[src/rtl/alarm_pkg.sv]
package alarm_pkg;
  localparam int ALM_COUNT  = 4;
  localparam int ADDR_W     = 3;
  localparam int DATA_W     = 8;
  localparam int CAUSE_W    = 2 * ALM_COUNT;
  localparam int LEVEL_LSB  = DATA_W - ALM_COUNT;

  localparam logic [ADDR_W-1:0] OFF_REFCTL = 3'd1;
  localparam logic [ADDR_W-1:0] OFF_LEVELS = 3'd2;
  localparam logic [ADDR_W-1:0] OFF_CAUSE  = 3'd6;
  localparam logic [ADDR_W-1:0] OFF_IRQNUM = 3'd7;

  localparam int REF_SEL_BIT = 0;
  localparam int CUR_REF_BIT = 3;

  typedef enum logic [1:0] {
    ALM_PRI_LOSS = 2'd0,
    ALM_SEC_LOSS = 2'd1,
    ALM_HOLDOVER = 2'd2,
    ALM_UNLOCK   = 2'd3
  } alarm_idx_e;
endpackage

[src/rtl/alarm_sync.sv]
module alarm_sync #(
  parameter int WIDTH  = 5,
  parameter int STAGES = 2
) (
  input  logic             clk,
  input  logic             rst,
  input  logic [WIDTH-1:0] d_async,
  output logic [WIDTH-1:0] d_sync
);
  logic [WIDTH-1:0] stage_q [STAGES];

  // Reset loads the raw input into every stage so no transition appears at release.
  always_ff @(posedge clk) begin
    stage_q[0] <= d_async;
    for (int s = 1; s < STAGES; s++) begin
      stage_q[s] <= rst ? d_async : stage_q[s-1];
    end
  end

  assign d_sync = stage_q[STAGES-1];
endmodule

[src/rtl/alarm_edge_capture.sv]
module alarm_edge_capture #(
  parameter int NUM = 4,
  localparam int CW = 2 * NUM
) (
  input  logic           clk,
  input  logic           rst,
  input  logic [NUM-1:0] level,
  input  logic           clear_req,
  output logic [CW-1:0]  edge_hit,
  output logic [CW-1:0]  cause,
  output logic           irq
);
  logic [NUM-1:0] prev_q;
  logic [CW-1:0]  cause_q;
  logic [CW-1:0]  cause_d;
  logic           irq_q;

  genvar i;
  generate
    for (i = 0; i < NUM; i++) begin : g_edge
      assign edge_hit[2*i]   =  level[i] & ~prev_q[i];
      assign edge_hit[2*i+1] = ~level[i] &  prev_q[i];
    end
  endgenerate

  // The clear happens first, then the new transitions are ORed in, so none is lost.
  assign cause_d = (clear_req ? '0 : cause_q) | edge_hit;

  always_ff @(posedge clk) begin
    prev_q <= level;
    if (rst) begin
      cause_q <= '0;
      irq_q   <= 1'b0;
    end else begin
      cause_q <= cause_d;
      irq_q   <= |cause_d;
    end
  end

  assign cause = cause_q;
  assign irq   = irq_q;
endmodule

[src/rtl/alarm_regfile.sv]
module alarm_regfile
  import alarm_pkg::*;
#(
  parameter int NUM = ALM_COUNT,
  localparam int CW = 2 * NUM
) (
  input  logic              clk,
  input  logic              rst,
  input  logic [ADDR_W-1:0] addr,
  input  logic              rd,
  input  logic              wr,
  input  logic [DATA_W-1:0] wdata,
  input  logic [CW-1:0]     cause,
  input  logic [NUM-1:0]    level,
  input  logic              cur_ref,
  input  logic [3:0]        irq_num,
  output logic              clear_req,
  output logic              ref_sel,
  output logic [DATA_W-1:0] rdata
);
  logic              ref_sel_q;
  logic [DATA_W-1:0] rdata_q;
  logic [DATA_W-1:0] levels_byte;
  logic [DATA_W-1:0] refctl_byte;
  logic [DATA_W-1:0] irqnum_byte;
  logic [DATA_W-1:0] rd_mux;
  logic              unused_wdata;

  assign unused_wdata = ^wdata;

  // The primary-loss line lands in the top bit and unlock in the lowest bit of the nibble.
  genvar i;
  generate
    for (i = 0; i < NUM; i++) begin : g_lvl
      assign levels_byte[LEVEL_LSB + NUM - 1 - i] = level[i];
    end
    if (LEVEL_LSB > 0) begin : g_lvl_lo
      assign levels_byte[LEVEL_LSB-1:0] = '0;
    end
  endgenerate

  always_comb begin
    refctl_byte = '0;
    refctl_byte[CUR_REF_BIT] = cur_ref;
    refctl_byte[REF_SEL_BIT] = ref_sel_q;
  end

  assign irqnum_byte = {{(DATA_W-4){1'b0}}, irq_num};

  always_comb begin
    case (addr)
      OFF_REFCTL: rd_mux = refctl_byte;
      OFF_LEVELS: rd_mux = levels_byte;
      OFF_CAUSE:  rd_mux = DATA_W'(cause);
      OFF_IRQNUM: rd_mux = irqnum_byte;
      default:    rd_mux = '0;
    endcase
  end

  assign clear_req = rd && (addr == OFF_CAUSE);

  always_ff @(posedge clk) begin
    if (rst) begin
      ref_sel_q <= 1'b0;
      rdata_q   <= '0;
    end else begin
      if (wr && addr == OFF_REFCTL) ref_sel_q <= wdata[REF_SEL_BIT];
      rdata_q <= rd ? rd_mux : '0;
    end
  end

  assign ref_sel = ref_sel_q;
  assign rdata   = rdata_q;
endmodule

[src/rtl/clk_alarm_capture.sv]
module clk_alarm_capture
  import alarm_pkg::*;
#(
  parameter int SYNC_STAGES = 2
) (
  input  logic              clk,
  input  logic              rst,
  input  logic [ADDR_W-1:0] host_addr,
  input  logic              host_rd,
  input  logic              host_wr,
  input  logic [DATA_W-1:0] host_wdata,
  output logic [DATA_W-1:0] host_rdata,
  output logic              irq,
  input  logic [ALM_COUNT-1:0] status_async,
  input  logic              cur_ref_async,
  input  logic [3:0]        irq_num_strap,
  output logic              ref_sel
);
  localparam int SW = ALM_COUNT + 1;

  logic [SW-1:0]        sync_vec;
  logic [ALM_COUNT-1:0] level_s;
  logic                 cur_ref_s;
  logic [CAUSE_W-1:0]   edge_hit;
  logic [CAUSE_W-1:0]   cause_q;
  logic                 clear_req;

  alarm_sync #(.WIDTH(SW), .STAGES(SYNC_STAGES)) u_sync (
    .clk     (clk),
    .rst     (rst),
    .d_async ({cur_ref_async, status_async}),
    .d_sync  (sync_vec)
  );

  assign level_s   = sync_vec[ALM_COUNT-1:0];
  assign cur_ref_s = sync_vec[ALM_COUNT];

  alarm_edge_capture #(.NUM(ALM_COUNT)) u_cap (
    .clk       (clk),
    .rst       (rst),
    .level     (level_s),
    .clear_req (clear_req),
    .edge_hit  (edge_hit),
    .cause     (cause_q),
    .irq       (irq)
  );

  alarm_regfile #(.NUM(ALM_COUNT)) u_regs (
    .clk       (clk),
    .rst       (rst),
    .addr      (host_addr),
    .rd        (host_rd),
    .wr        (host_wr),
    .wdata     (host_wdata),
    .cause     (cause_q),
    .level     (level_s),
    .cur_ref   (cur_ref_s),
    .irq_num   (irq_num_strap),
    .clear_req (clear_req),
    .ref_sel   (ref_sel),
    .rdata     (host_rdata)
  );
endmodule

[config.mk]
export PLATFORM = sky130hd
export DESIGN_NAME = clk_alarm_capture
export DESIGN_NICKNAME = d
export VERILOG_FILES = /design/src/rtl/alarm_pkg.sv /design/src/rtl/alarm_sync.sv /design/src/rtl/alarm_edge_capture.sv /design/src/rtl/alarm_regfile.sv /design/src/rtl/clk_alarm_capture.sv
export SDC_FILE = /design/constraint.sdc
export NUM_CORES = 1
export LEC_CHECK = 0
export ABC_AREA = 1
export BUFFER_PORTS_ARGS = -buffer_cell sky130_fd_sc_hd__buf_2
export CORE_MARGIN = 8
export CORE_UTILIZATION = 35
export DETAILED_ROUTE_END_ITERATION = 12
export PLACE_DENSITY_LB_ADDON = 0.25
export SETUP_SLACK_MARGIN = 0.3
export SLEW_MARGIN = 20
export SYNTH_ARGS = -nofsm -noshare
export SYNTH_HDL_FRONTEND = slang
export SYNTH_SLANG_ARGS = --single-unit
[constraint.sdc]
create_clock -name clk -period 1.1 [get_ports clk]
set_input_delay 0.165 -clock clk [delete_from_list [all_inputs] [get_ports clk]]
set_output_delay 0.165 -clock clk [all_outputs]
set_load 0.03 [all_outputs]
* Word-level counts from Yosys, hierarchy flattened
Memories as Yosys holds them, arrays and structs flattened.
Cells that the tools add are included.
** Storage, ports and cells
- RAM bits :: 10
- Output and inout bits :: 10
- Memories kept :: 1
- Bits of input ports :: 24
- Register bits :: 22
** Operators by class
- Bitwise operators :: 18
- Multiplexer cells :: 3
- Equal/unequal tests :: 4
- Reductions and logical operators :: 4
** Memories
- u_sync.stage_q :: words 2, width 5, rd ports 2, clocked after memory_dff 0, write ports 2, RTL line alarm_sync.sv:10 : logic [WIDTH-1:0] stage_q [STAGES];
** Operators with widths (count)
- case mux 8 bit (4 select lines) :: 1
- NOT 1 bit :: 9
- AND 1 bit :: 8
- 2-to-1 mux 8 bit :: 1
- OR 8 bit :: 1
- OR reduction 8 bit :: 1
- == test 3 bit, second input constant :: 2
- 2-to-1 mux 5 bit :: 1
- == test 3 x 1 -> 1 bit, second input constant :: 1
- == test 3 x 2 -> 1 bit, second input constant :: 1
- logical AND 1 bit :: 2
- OR reduction 2 bit :: 1

* Depth between registers and ports, before layout
- Depth after elaboration :: 5
- Depth in mapped cells :: 8

* Cells and area by module
From an unflattened synthesis, not the netlist that was laid out.
** Second synthesis, totals
- Cell total of the unflattened synthesis :: 163
- Area, all modules :: 1206.2 µm²
** By module, submodules not included
- alarm_edge_capture :: instances 1, cells an instance 72, area each 496.7 µm²
- alarm_regfile :: instances 1, cells an instance 60, area each 411.6 µm²
- alarm_sync :: instances 1, cells an instance 31, area each 297.8 µm²

* Worst setup path after synthesis
Ideal clock, no wire load.
- Path kind :: register -> register
- From :: memory u_sync.stage_q[1][3] (netlist: u_sync.stage_q[0][8])
- To :: register u_cap.irq_q (netlist: u_cap.irq)
- Arrival time :: 0.871 ns
- Cell stages (with the launch flop) :: 8
- Slack :: 0.164 ns
- Required time :: 1.035 ns
- Cell sequence :: dfxtp_1 -> inv_1 -> or2_2 -> nand2_1 -> nor2_1 -> nand2_1 -> nor2_1 -> nor2_1
** RTL lines
- start: declaration :: RTL line alarm_sync.sv:10
- end signal: assignment :: RTL line alarm_edge_capture.sv:36 : irq_q <= |cause_d;
- end: declaration :: RTL line alarm_edge_capture.sv:16 : logic irq_q;

* Worst setup path in the final report
- From :: register u_cap.prev_q[0]
- To :: register u_cap.irq_q (netlist: u_cap.irq)
** On the way
- Word-level cells in the longest chain between the ends :: 4
- Elaborated cells between the ends (all ways) :: 5
** RTL lines
- start: declaration :: RTL line alarm_edge_capture.sv:13 : logic [NUM-1:0] prev_q;
- start signal: assignment :: RTL line alarm_edge_capture.sv:30 : prev_q <= level;
- NOT 1 bit :: RTL line alarm_edge_capture.sv:21 : assign edge_hit[2*i] = level[i] & ~prev_q[i];
- AND 1 bit :: RTL line alarm_edge_capture.sv:21
- OR 8 bit * :: RTL line alarm_edge_capture.sv:27 : assign cause_d = (clear_req ? '0 : cause_q) | edge_hit;
- OR reduction 8 bit * :: RTL line alarm_edge_capture.sv:36
Every way passes the cells marked *; elsewhere a longest branch is shown, timed or not.
A chain may end at the register's enable or synchronous reset.

==> metrics.yaml <==
clock_latency_ns: 0.32
power_per_cell_area_mw_per_mm2: 1450
fin_nets: 200
end_kind: "flip-flop"
use_met1: 0.100
ys_types: 13
syn_to_final_growth_pct: 45.8
setup-tns-final_ns: 0
crit_type: "reg2reg"
max_slew_margin: 0.839
power.leakage_nw: 0.751
die_h_um: 71.6
synth_edf_count: 0
htreeDepth: 2
start_util: 0.360
grt_max_degree: 16
slew_violations: 0
min_path_type: "in2reg"
std_cell_rows: 20
synth_fp_nets: 154
dieArea_mm2: 0.00513
syn_inst: 130
finalNonFillerCells: 209
fp.dieW_um: 71.6
whs_ns: 0.0952
place_inst: 194
ant_nets: 0
grt_pass1_wl_mm: 3.97
netlist_top_cells_area: "dfxtp_1, nand2_1, a21oi_1, a22oi_1, inv_1"
ys_top_cells_by_count: "nand2_1, dfxtp_1, inv_1, nor2_1, a21oi_1"
antenna_found_initial: 0
yosysTopAreaCell: "dfxtp_1"
path_max_fanout: 2
drcViolationCount: 0
max_freq_mhz: 1030
grt_pass1_vias: 970
crit_path_start_kind: "flip-flop"
wire_per_inst_um: 11.2
avgSynthCellArea_um2: 8.33
yosysMostFrequentCell: "nand2_1"
tightest_slew_ns: 0.241
peakVddDrop_v: 0.000868
arrival_ns: 1.23
yosys_most_used_dff: "dfxtp_1"
pin_count: 34
place_hpwl_mm: 1.75
grt_usage: 0.0997
dr.pass1.iters: 4
fillers: 301
finalClockSkew_ns: 0.00603
crit_path_cell_trace: "inv_2 > or2_4 > nand2_2 > nor2_2 > nand2_1 > nor2_1 > nor2_1"
busiest_layer: "met2"
vias: 961
met3_usage: 0.0502
p_total_mw: 2.29
gp_congestion: 0.765
finalHoldViolCount: 0
n_antenna_cell: 0
cts_tree: "built"
slowest_delay_ns: 0.33
drive_above_1_share: 0.455
grt.overflow.total: 0
multi_input_area_um2: 435
cts_made_buffers: 5
path_clk_slew_ns: 0.09
cp.required_ns: 1.36
postSynth.asyncResetShare: 0
core-area_mm2: 0.00300
numPortBuffers: 26
max_cap_violations: 0
yosysSeqAreaShare: 0.592
fin_util: 0.525
via_per_inst: 4.60
min_period_ns: 0.967
critPathSlowestCell: "dfxtp_2"
finalSetupViolCount: 0
rsz0062_at_grt: "true"
drt_iter0_markers: 38
crit_top_cell: "nor2_1"
r2r_slack_ns: 0.13
cts_num_sinks: 32
cts_buffer_depth: 2
status: "finished, final reports clean"
regArea_um2: 661
globalRouteMet2Util: 0.161
root_buffer: "clkbuf_4"
drt_wl_total_mm: 2.34
syn-cell-area_mm2: 0.00108
yosys_warnings: 0
ys_ff_latch: 32
yosys.area.top_type_share: 0.592
finalCritPeriodShare: 0.879
-- cell type report --
cell class,instances,share of cell area
Multi-Input combinational cell,84,0.276
Timing Repair Buffer,41,0.201
Sequential cell,32,0.419
Inverter,12,0.0365
Clock buffer,7,0.0412
Tap cell,33,0.0262
-- metal layers --
metal | vias to the layer above | wire, um | part of all wire
li1 | 505 | - | -
met1 | 419 | 993 | 0.42
met2 | 30 | 1100 | 0.47
met3 | 7 | 191 | 0.082
met5 | - | 0 | 0
met4 | 0 | 56 | 0.024
-- power breakdown --
| group | leakage, nW | internal [mW] | switching, mW |
|---|---|---|---|
| logic | 0.443 | 0.146 | 0.153 |
| clock network | 0.0374 | 0.362 | 0.358 |
| registers | 0.271 | 1.23 | 0.0396 |
| total | 0.751 | 1.74 | 0.551 |
-- critical path: cells and delay by family (launching register included) --
family	cells	cell delay [ns]
simple gates	6	0.55
flops	1	0.33
buf+inv	1	0.03
-- kinds of logic after synthesis --
| kind of cell | count (synthesis) | synth area share |
|---|---|---|
| and+or+nand+nor | 66 | 0.260 |
| AOI/OAI and AO/OA | 18 | 0.0994 |
| DFF | 32 | 0.592 |
| buffers and inverters | 14 | 0.0486 |
-- metrics by stage --
stage | instance area, um2 | setup WS, ns
floorplan | 1130 | 0.223
global placement | 1340 | -0.0878
detailed placement | 1340 | -0.108
CTS | 1560 | 0.124
global route | 1580 | 0.0755
finish | 1580 | 0.133
-- registers in the layout (all words and copies together), names as in the netlist --
signal	cells
u_sync.stage_q	10
u_cap.cause	8
u_regs.rdata	8
u_cap.prev_q	4
u_cap.irq	1
u_regs.ref_sel	1
-- final timing paths --
path,from,endpoint,cells after the start
setup / recovery,u_cap.prev_q[0]$_DFF_P_,u_cap.irq$_SDFF_PP0_,7
hold / removal,host_wdata[0],u_regs.ref_sel$_SDFFE_PP0P_,3
setup reg to reg,u_cap.prev_q[0]$_DFF_P_,u_cap.irq$_SDFF_PP0_,7
hold reg to reg,u_sync.stage_q[0][5]$_DFF_P_,u_cap.prev_q[0]$_DFF_P_,0
-- cell usage in the layout (no fill, tap or decap), drive strengths merged --
| cell type | count |
|---|---|
| inv | 12 |
| a22oi | 6 |
| clkbuf | 7 |
| or2 | 4 |
| nand2 | 44 |
| dfxtp | 32 |
| nand4 | 1 |
| dlygate4sd3 | 5 |
| a21oi | 9 |
| nor3 | 1 |
| a31oi | 2 |
| o21ai | 1 |
| nand3 | 4 |
| nor2 | 12 |
| buf | 36 |
-- repair_timing --
| action | CTS | global route |
|---|---|---|
| buffers inserted | 3 | 0 |
| gates resized for setup | 33 | 8 |
| setup endpoints to repair | 13 | 17 |
| gates cloned | 0 | 0 |
| pin swaps | 1 | 8 |
| hold buffers | 5 | 0 |
| hold endpoints to repair | 5 | 0 |
(Power assumes the default switching activity.)
